===== config.mk =====
export PLATFORM = sky130hd
export DESIGN_NAME = capcmp_unit
export DESIGN_NICKNAME = d
export VERILOG_FILES = /design/src/rtl/capcmp_unit.sv
export SDC_FILE = /design/constraint.sdc
export NUM_CORES = 1
export LEC_CHECK = 0
export ABC_CLOCK_PERIOD_IN_PS = 1850
export BUFFER_PORTS_ARGS = -buffer_cell sky130_fd_sc_hd__buf_2
export CAP_MARGIN = 0
export CORE_UTILIZATION = 45
export DETAILED_ROUTE_END_ITERATION = 12
export GPL_TIMING_DRIVEN = 1
export PLACE_DENSITY_LB_ADDON = 0.2
export REMOVE_ABC_BUFFERS = 1
export SLEW_MARGIN = 20
export SYNTH_ARGS = -nofsm -noshare
export SYNTH_HDL_FRONTEND = slang
export SYNTH_SLANG_ARGS = --single-unit

===== constraint.sdc =====
create_clock -name clk -period 1.85 [get_ports clk]
set_input_delay 0.37 -clock clk [delete_from_list [all_inputs] [get_ports clk]]
set_output_delay 0.37 -clock clk [all_outputs]
set_load 0.005 [all_outputs]

===== src/rtl/capcmp_unit.sv =====
module capcmp_unit #(
  parameter int DW = 8,
  parameter int PSW = 4
) (
  input  logic            clk,
  input  logic            rst_n,
  input  logic            wr_en,
  input  logic [1:0]      wr_addr,
  input  logic [DW-1:0]   wr_data,
  input  logic            cap_pin,
  output logic            cmp_out,
  output logic            irq_flag,
  output logic            ovf_flag,
  output logic            adc_start,
  output logic [2*DW-1:0] timer_val,
  output logic [2*DW-1:0] ccr_val
);
  localparam int TW = 2 * DW;

  logic [3:0]     mode_q;
  logic [TW-1:0]  tmr_q, ccr_q;
  logic [2:0]     sync_q;
  logic [PSW-1:0] ecnt_q;
  logic           out_q, irq_q, ovf_q, trig_q;
  logic           cap_hit;

  wire wr_mode = wr_en && wr_addr == 2'd0;
  wire wr_lo   = wr_en && wr_addr == 2'd1;
  wire wr_hi   = wr_en && wr_addr == 2'd2;
  wire wr_clr  = wr_en && wr_addr == 2'd3;
  wire in_cap  = mode_q[3:2] == 2'b01;
  wire hit     = mode_q[3:2] == 2'b10 && tmr_q == ccr_q;
  wire sev_hit = hit && mode_q[1:0] == 2'b11;
  wire rise    = sync_q[1] & ~sync_q[2];
  wire fall    = ~sync_q[1] & sync_q[2];

  always_comb begin
    case (mode_q[1:0])
      2'd0:    cap_hit = fall;
      2'd1:    cap_hit = rise;
      2'd2:    cap_hit = rise && ecnt_q[1:0] == 2'b11;
      default: cap_hit = rise && ecnt_q == '1;
    endcase
    cap_hit = cap_hit && in_cap;
  end

  always_ff @(posedge clk or negedge rst_n) begin
    if (!rst_n) begin
      mode_q <= '0; tmr_q <= '0; ccr_q <= '0; sync_q <= '0; ecnt_q <= '0;
      out_q <= 1'b0; irq_q <= 1'b0; ovf_q <= 1'b0; trig_q <= 1'b0;
    end else begin
      sync_q <= {sync_q[1:0], cap_pin};
      trig_q <= sev_hit;
      tmr_q  <= sev_hit ? '0 : tmr_q + TW'(1);
      if (wr_mode) mode_q <= wr_data[3:0];

      if (!in_cap)   ecnt_q <= '0;
      else if (rise) ecnt_q <= ecnt_q + PSW'(1);

      if (cap_hit)    ccr_q <= tmr_q;
      else if (wr_lo) ccr_q[DW-1:0] <= wr_data;
      else if (wr_hi) ccr_q[TW-1:DW] <= wr_data;

      if (wr_mode && wr_data[3:0] == 4'd0)     out_q <= 1'b0;
      else if (hit && mode_q[1:0] == 2'b00)    out_q <= 1'b1;
      else if (hit && mode_q[1:0] == 2'b01)    out_q <= 1'b0;

      if (hit || cap_hit)         irq_q <= 1'b1;
      else if (wr_clr && wr_data[0]) irq_q <= 1'b0;

      if (tmr_q == '1 && !sev_hit)   ovf_q <= 1'b1;
      else if (wr_clr && wr_data[1]) ovf_q <= 1'b0;
    end
  end

  assign cmp_out   = out_q;
  assign irq_flag  = irq_q;
  assign ovf_flag  = ovf_q;
  assign adc_start = trig_q;
  assign timer_val = tmr_q;
  assign ccr_val   = ccr_q;

  p_timer_step_r1: assert property (@(posedge clk) disable iff (!rst_n)
    tmr_q != '1 |=> (trig_q || tmr_q == $past(tmr_q) + TW'(1)));
  p_wrap_ovf_r1: assert property (@(posedge clk) disable iff (!rst_n)
    (tmr_q == '1 && !trig_q) |=> (ovf_q || trig_q));
  p_sev_zero_r5: assert property (@(posedge clk) disable iff (!rst_n)
    trig_q |-> tmr_q == '0);
  p_sev_pulse_r5: assert property (@(posedge clk) disable iff (!rst_n)
    (trig_q && ccr_q != '0) |=> !trig_q);
  p_swi_still_r4: assert property (@(posedge clk) disable iff (!rst_n)
    (mode_q == 4'b1010 && !wr_mode) |=> $stable(out_q));
  p_off_low_r6: assert property (@(posedge clk) disable iff (!rst_n)
    (wr_mode && wr_data[3:0] == 4'd0) |=> !out_q);
  p_cap_irq_r7: assert property (@(posedge clk) disable iff (!rst_n)
    cap_hit |=> irq_q);
endmodule


Word level (Yosys, flattened, before mapping)
Cells that the tools add are included.
W data, S select, Z words.

storage, ports and cells
  bits of input ports = 14
  output and inout bits = 36
  word-level logic and storage cells = 71
  flip-flop bits (word level) = 47

operators by class
  multiplexer cells = 15
  $add $sub $neg = 2
  eq/ne operators = 14
  bitwise logic cells = 4
  reductions and logical operators = 26

operator list
  cell                     count
  $mux W16                 2
  $mux W8                  3
  $add A16 B1 Y16 const B  1
  $eq A16 B16 Y1           1
  $eq A16 B16 Y1 const B   1
  $logic_and A1 B1 Y1      15
  $eq A2 B2 Y1 const B     6
  $mux W4                  2
  $reduce_bool A2 Y1       4
  $mux W1                  7
  $eq A2 B1 Y1 const B     3
  $add A4 B1 Y4 const B    1
  $eq A4 B4 Y1 const B     1
  $logic_not A2 Y1         2
  $logic_not A4 Y1         1
  $pmux W1 S3              1
  $reduce_bool A3 Y1       1
  $and A1 B1 Y1            2
  $ne A2 B1 Y1 const B     1
  $ne A2 B2 Y1 const B     1
  $not A1 Y1               2
  $reduce_and A2 Y1        1
  $logic_not A1 Y1         1
  $logic_or A1 B1 Y1       1

Longest topological paths before layout
  depth in word-level cells = 7
  mapped depth = 8
  depth with buffers taken out = 6

Worst setup path before layout
Ideal clock, no wire load.

  path kind = flip-flop to flip-flop
  start = register tmr_q[4] (netlist: timer_val[4])
  end = register tmr_q[7] (netlist: timer_val[7])
  path buffers = 2
  period minus slack after synthesis = 1.836 ns
  required time = 1.731 ns
  data arrival time = 1.718 ns
  stages on the path, launching flop included = 8
  setup slack = 0.014 ns
  library setup time = 0.119 ns
  cell sequence = dfrtp_1 clkbuf_2 xnor2_1 nand3_1 or3_1 nor3_4 buf_4 nor2_1

between the ends
  cells in the longest elaborated chain, start to end = 4
  elaborated cells on any way between the ends = 5
  those cells by class = add/sub (1); eq/ne (1); mux (1); reduce/logical (2)

RTL lines
  what                    RTL line  RTL
  from (decl)             21        logic [TW-1:0] tmr_q, ccr_q;
  from (signal assigned)  54        tmr_q <= sev_hit ? '0 : tmr_q + TW'(1);
  $eq A16 B16 Y1          32        wire hit = mode_q[3:2] == 2'b10 && tmr_q == ccr_q;
  $logic_and A1 B1 Y1     32
  $logic_and A1 B1 Y1     33        wire sev_hit = hit && mode_q[1:0] == 2'b11;
  via sev_hit             33
  $mux W16                54

The timed path passes the listed nets, and every way through them passes these cells.
A chain may end at the register's enable or synchronous reset.

Worst setup path after layout
  start = register ccr_q[15] (netlist: ccr_val[15])
  end = register out_q (netlist: cmp_out)

between the ends
  cells in the longest elaborated chain, start to end = 5
  elaborated cells on any way between the ends = 7
  those cells by class = eq/ne (1); mux (2); reduce/logical (4)

RTL lines
  what                               RTL line  RTL
  from (decl)                        21
  from (signal assigned)             60        if (cap_hit) ccr_q <= tmr_q;
  from (signal, indexed assignment)  61        else if (wr_lo) ccr_q[DW-1:0] <= wr_data;
  from (signal, indexed assignment)  62        else if (wr_hi) ccr_q[TW-1:DW] <= wr_data;
  $eq A16 B16 Y1 (*)                 32
  $logic_and A1 B1 Y1 (*)            32
  $logic_and A1 B1 Y1                65        else if (hit && mode_q[1:0] == 2'b00) out_q <= 1'b1;
  $mux W1                            65
  $mux W1                            64        if (wr_mode && wr_data[3:0] == 4'd0) out_q <= 1'b0;
  to (signal assigned)               64
  to (signal assigned)               65
  to (signal assigned)               66        else if (hit && mode_q[1:0] == 2'b01) out_q <= 1'b0;
  to (decl)                          24        logic out_q, irq_q, ovf_q, trig_q;

Every way passes the cells marked *; elsewhere a longest branch is shown, timed or not.

==> run metrics <==
vias per inst 5.18; cell taking the most area after synthesis dfrtp_1; kind of critical path flip-flop to flip-flop; layout cells sized above 1 0.336; Skew-Pair Late Insertion Delay slightly above 0.3 ns; startpoint class of the critical path flip-flop; worst path arrival time 2.10 ns; Critical Path RT between 2 and 2.5 ns; Seq pwr share 0.477; fin nets 313; I/O pins 50; Post-synth ARST share 1.00; register bit total from synthesis between 40 and 50; Final Max Slew Viols 0; setup violators final 1; Worst Max-Slew Pin Slew 0.406 ns; maximum root-to-sink buffer count 2; met1 Usage GRT 0.295; met2 global-route usage 0.365; RSZ-0062 raised after global routing yes; Die Y 73.6 µm; clk sinks 47; Post-synth top flop dfrtp_1; Area Overhead vs Synth 29.3%; Sw Pwr between 800 and 900 µW; Port Buffer Count 49; Cells after DPL between 300 and 400; switching share of power 0.300; worst-case vdd ir drop 668 µV; Hold Crit Class input port to flip-flop; sequential-to-total area share from yosys stat 0.510; Int Pwr 2.03 mW; top-area cell type share of the netlist area 0.510; M3 GR Usage 0.0494; first-pass GRT wire length 8680 µm; Final Hold Viols 0; Reg clk slew, reported paths 0.09 ns; slowest CP cell or4_4; Num CTS Buffers 5; FF-to-FF setup slack -0.02 ns; WL/cell 15.3 µm; RD Place Congestion 0.788; Post-Syn Instances 222; Power Density 972 nW/µm²; Setup Skew 0.00856 ns; total number of vias ~1900; CP Capture Type flip-flop; Final period util 1.01; post-synth cell types 39; Pre-Repair DR Iteration Count 4; Static Leak 1.52 nW; combinational share of power 0.246; WL final 5600 µm; CTS root buf clkbuf_8; GRT Total Usage 0.224; Overall Power between 2 and 3 mW; vias in the first global route approximately 1700; Post-synth EDFFs 0; mean area per synthesized cell 10.4 µm²; Core Area 4820 µm²; largest net degree at the start of global routing 34; ant diodes 0; # fillers 427; Crit path largest cell delay about 0.5 ns; cell area after synthesis approximately 2300 µm²; post-detailed-route count of antenna-violating nets 0; buffers and inverters on the worst path 0; top area cells in the synthesized netlist dfrtp_1, mux2i_1, nor2_1, xor2_1, xnor2_1; site row count 25; Final Non-Filler Cells about 370; critical path fanouts, max 4; gr ovfl total 0; min Tclk post-route 1.87 ns; Die X 73.6 µm; First DRT Iteration DRCs 63; CP delay by family, top simple AND/OR/NAND/NOR gates; Clock power frac 0.277; total die area 5420 µm²; number of max-cap violations 0; initial antenna violation count 0; Post-DP HPWL 4010 µm; H-tree depth 2; worst-path cell chain xnor2_2 -> nand3_1 -> or3_4 -> or4_4 -> a22oi_2; number of synthesis warnings 0; global route hottest layer met2; CTS tree yes; violated checks setup timing; DR DRC count 0; Slew HR 0.728; outcome finished, violations left; worst setup margin -0.0161 ns; Initial Util 0.479; fmax 536 MHz
what timing repair did:
| action | 4_1_cts | 5_1_grt |
|---|---|---|
| pin swaps | 1 | 9 |
| setup endpoints to repair | 1 | 18 |
| hold buffers | 1 | 0 |
| gates resized for setup | 1 | 7 |
| setup buffers | 1 | 4 |
| endpoints found under the hold margin | 14 | 0 |
layout make-up:
| class | count | area [µm²] | area share |
|---|---|---|---|
| clock inverter | 2 | 35.0 | 0.0117 |
| clock buffer | 6 | 82.6 | 0.0277 |
| inverter | 4 | 15.0 | 0.00503 |
| timing repair buffer | 78 | 482 | 0.161 |
| tap | 67 | 83.8 | 0.0281 |
| multi-input combinational | 161 | 1110 | 0.372 |
| sequential | 47 | 1180 | 0.394 |
sequential cells by signal, summed over array words and instances (netlist names):
signal	count
adc_start	1
ccr_val	16
cmp_out	1
ecnt_q	4
irq_flag	1
mode_q	4
ovf_flag	1
sync_q	3
timer_val	16
metrics by stage:
step | setup TNS [ns] | utilization | cell area, µm² | setup WS [ns] | hold WS (ns)
floorplan | -0.294 | - | 2260 | -0.0675 | 0.0744
global placement | 0 | 0.575 | 2770 | 0.0413 | 0.323
detailed placement | -0.00878 | 0.575 | 2770 | -0.00878 | 0.320
CTS | 0 | 0.604 | 2910 | 0.0114 | 0.152
global route | -0.0901 | 0.619 | 2980 | -0.0901 | 0.147
finish | -0.0161 | 0.619 | 2980 | -0.0161 | 0.156
synth_stat cells (2+ instances only):
master	instances
a21oi_1	18
a22oi_1	2
buf_1	2
clkbuf_1	4
dfrtp_1	47
ha_1	2
inv_1	4
mux2_2	3
mux2i_1	17
nand2_1	11
nand3_1	6
nand3b_1	2
nand4_1	8
nor2_1	40
nor2b_1	2
o21ai_0	2
or3_1	2
xnor2_1	14
xor2_1	16
layer usage:
metal / up-vias / wire length, µm
met5: - / 0
met4: 0 / 99
met2: 43 / 2750
li1: 909 / -
met3: 7 / 202
met1: 933 / 2550
power by group through the flow:
| stage | Combinational [mW] | Sequential [mW] | Clock (mW) |
|---|---|---|---|
| 3_3_place_gp | 0.659 | 1.39 | 0 |
| 2_1_floorplan | 0.340 | 1.39 | 0 |
| 3_5_place_dp | 0.662 | 1.39 | 0 |
| 6_report | 0.713 | 1.38 | 0.803 |
| 5_1_grt | 0.793 | 1.41 | 0.844 |
| 4_1_cts | 0.667 | 1.37 | 0.805 |
cell families (layout without fill, tap and decap cells):
family                   after synthesis  after routing  synth area share
flip-flops                            47             47             0.510
multiplexers                          21             21            0.0933
AND/OR/NAND/NOR                       82             82             0.180
AO/OA/AOI/OAI                         26             26            0.0635
XOR/XNOR                              30             30             0.114
buffers and inverters                 14             90            0.0287
adder cells (fa/ha/maj)                2              2            0.0108
worst paths after layout:
path,cells past startpoint,startpoint,endpoint
setup / recovery,5,ccr_val[15]$_DFFE_PN0P_,cmp_out$_DFFE_PN0P_
hold / removal,1,cap_pin,sync_q[0]$_DFF_PN0_
setup reg to reg,5,ccr_val[15]$_DFFE_PN0P_,cmp_out$_DFFE_PN0P_
hold reg to reg,0,sync_q[0]$_DFF_PN0_,sync_q[1]$_DFF_PN0_
max in group asynchronous,3,rst_n,ovf_flag$_DFFE_PN0P_
min in group asynchronous,2,rst_n,adc_start$_DFF_PN0_
layout by cell type, fill, tap and decap left out, types with 2 or more instances in the layout:
cell type and n:
buf_2 49, o21ai_0 2, ha_1 2, nand3b_1 2
xor2_1 16, inv_1 4, nor2b_1 2, mux2_2 3
a21oi_1 18, nand4_1 8, buf_4 26, nand2_1 11
xnor2_1 10, xnor2_2 4, nor2_1 40, mux2i_1 17
dfrtp_1 47, clkbuf_8 6, nand3_1 6
worst reg2reg max path, cell delays in order (launching register included):
cell and delay [ns]:
dfrtp_1 0.41, xnor2_2 0.21, nand3_1 0.15, or3_4 0.39, or4_4 0.50, a22oi_2 0.14
(Power assumes the default switching activity.)
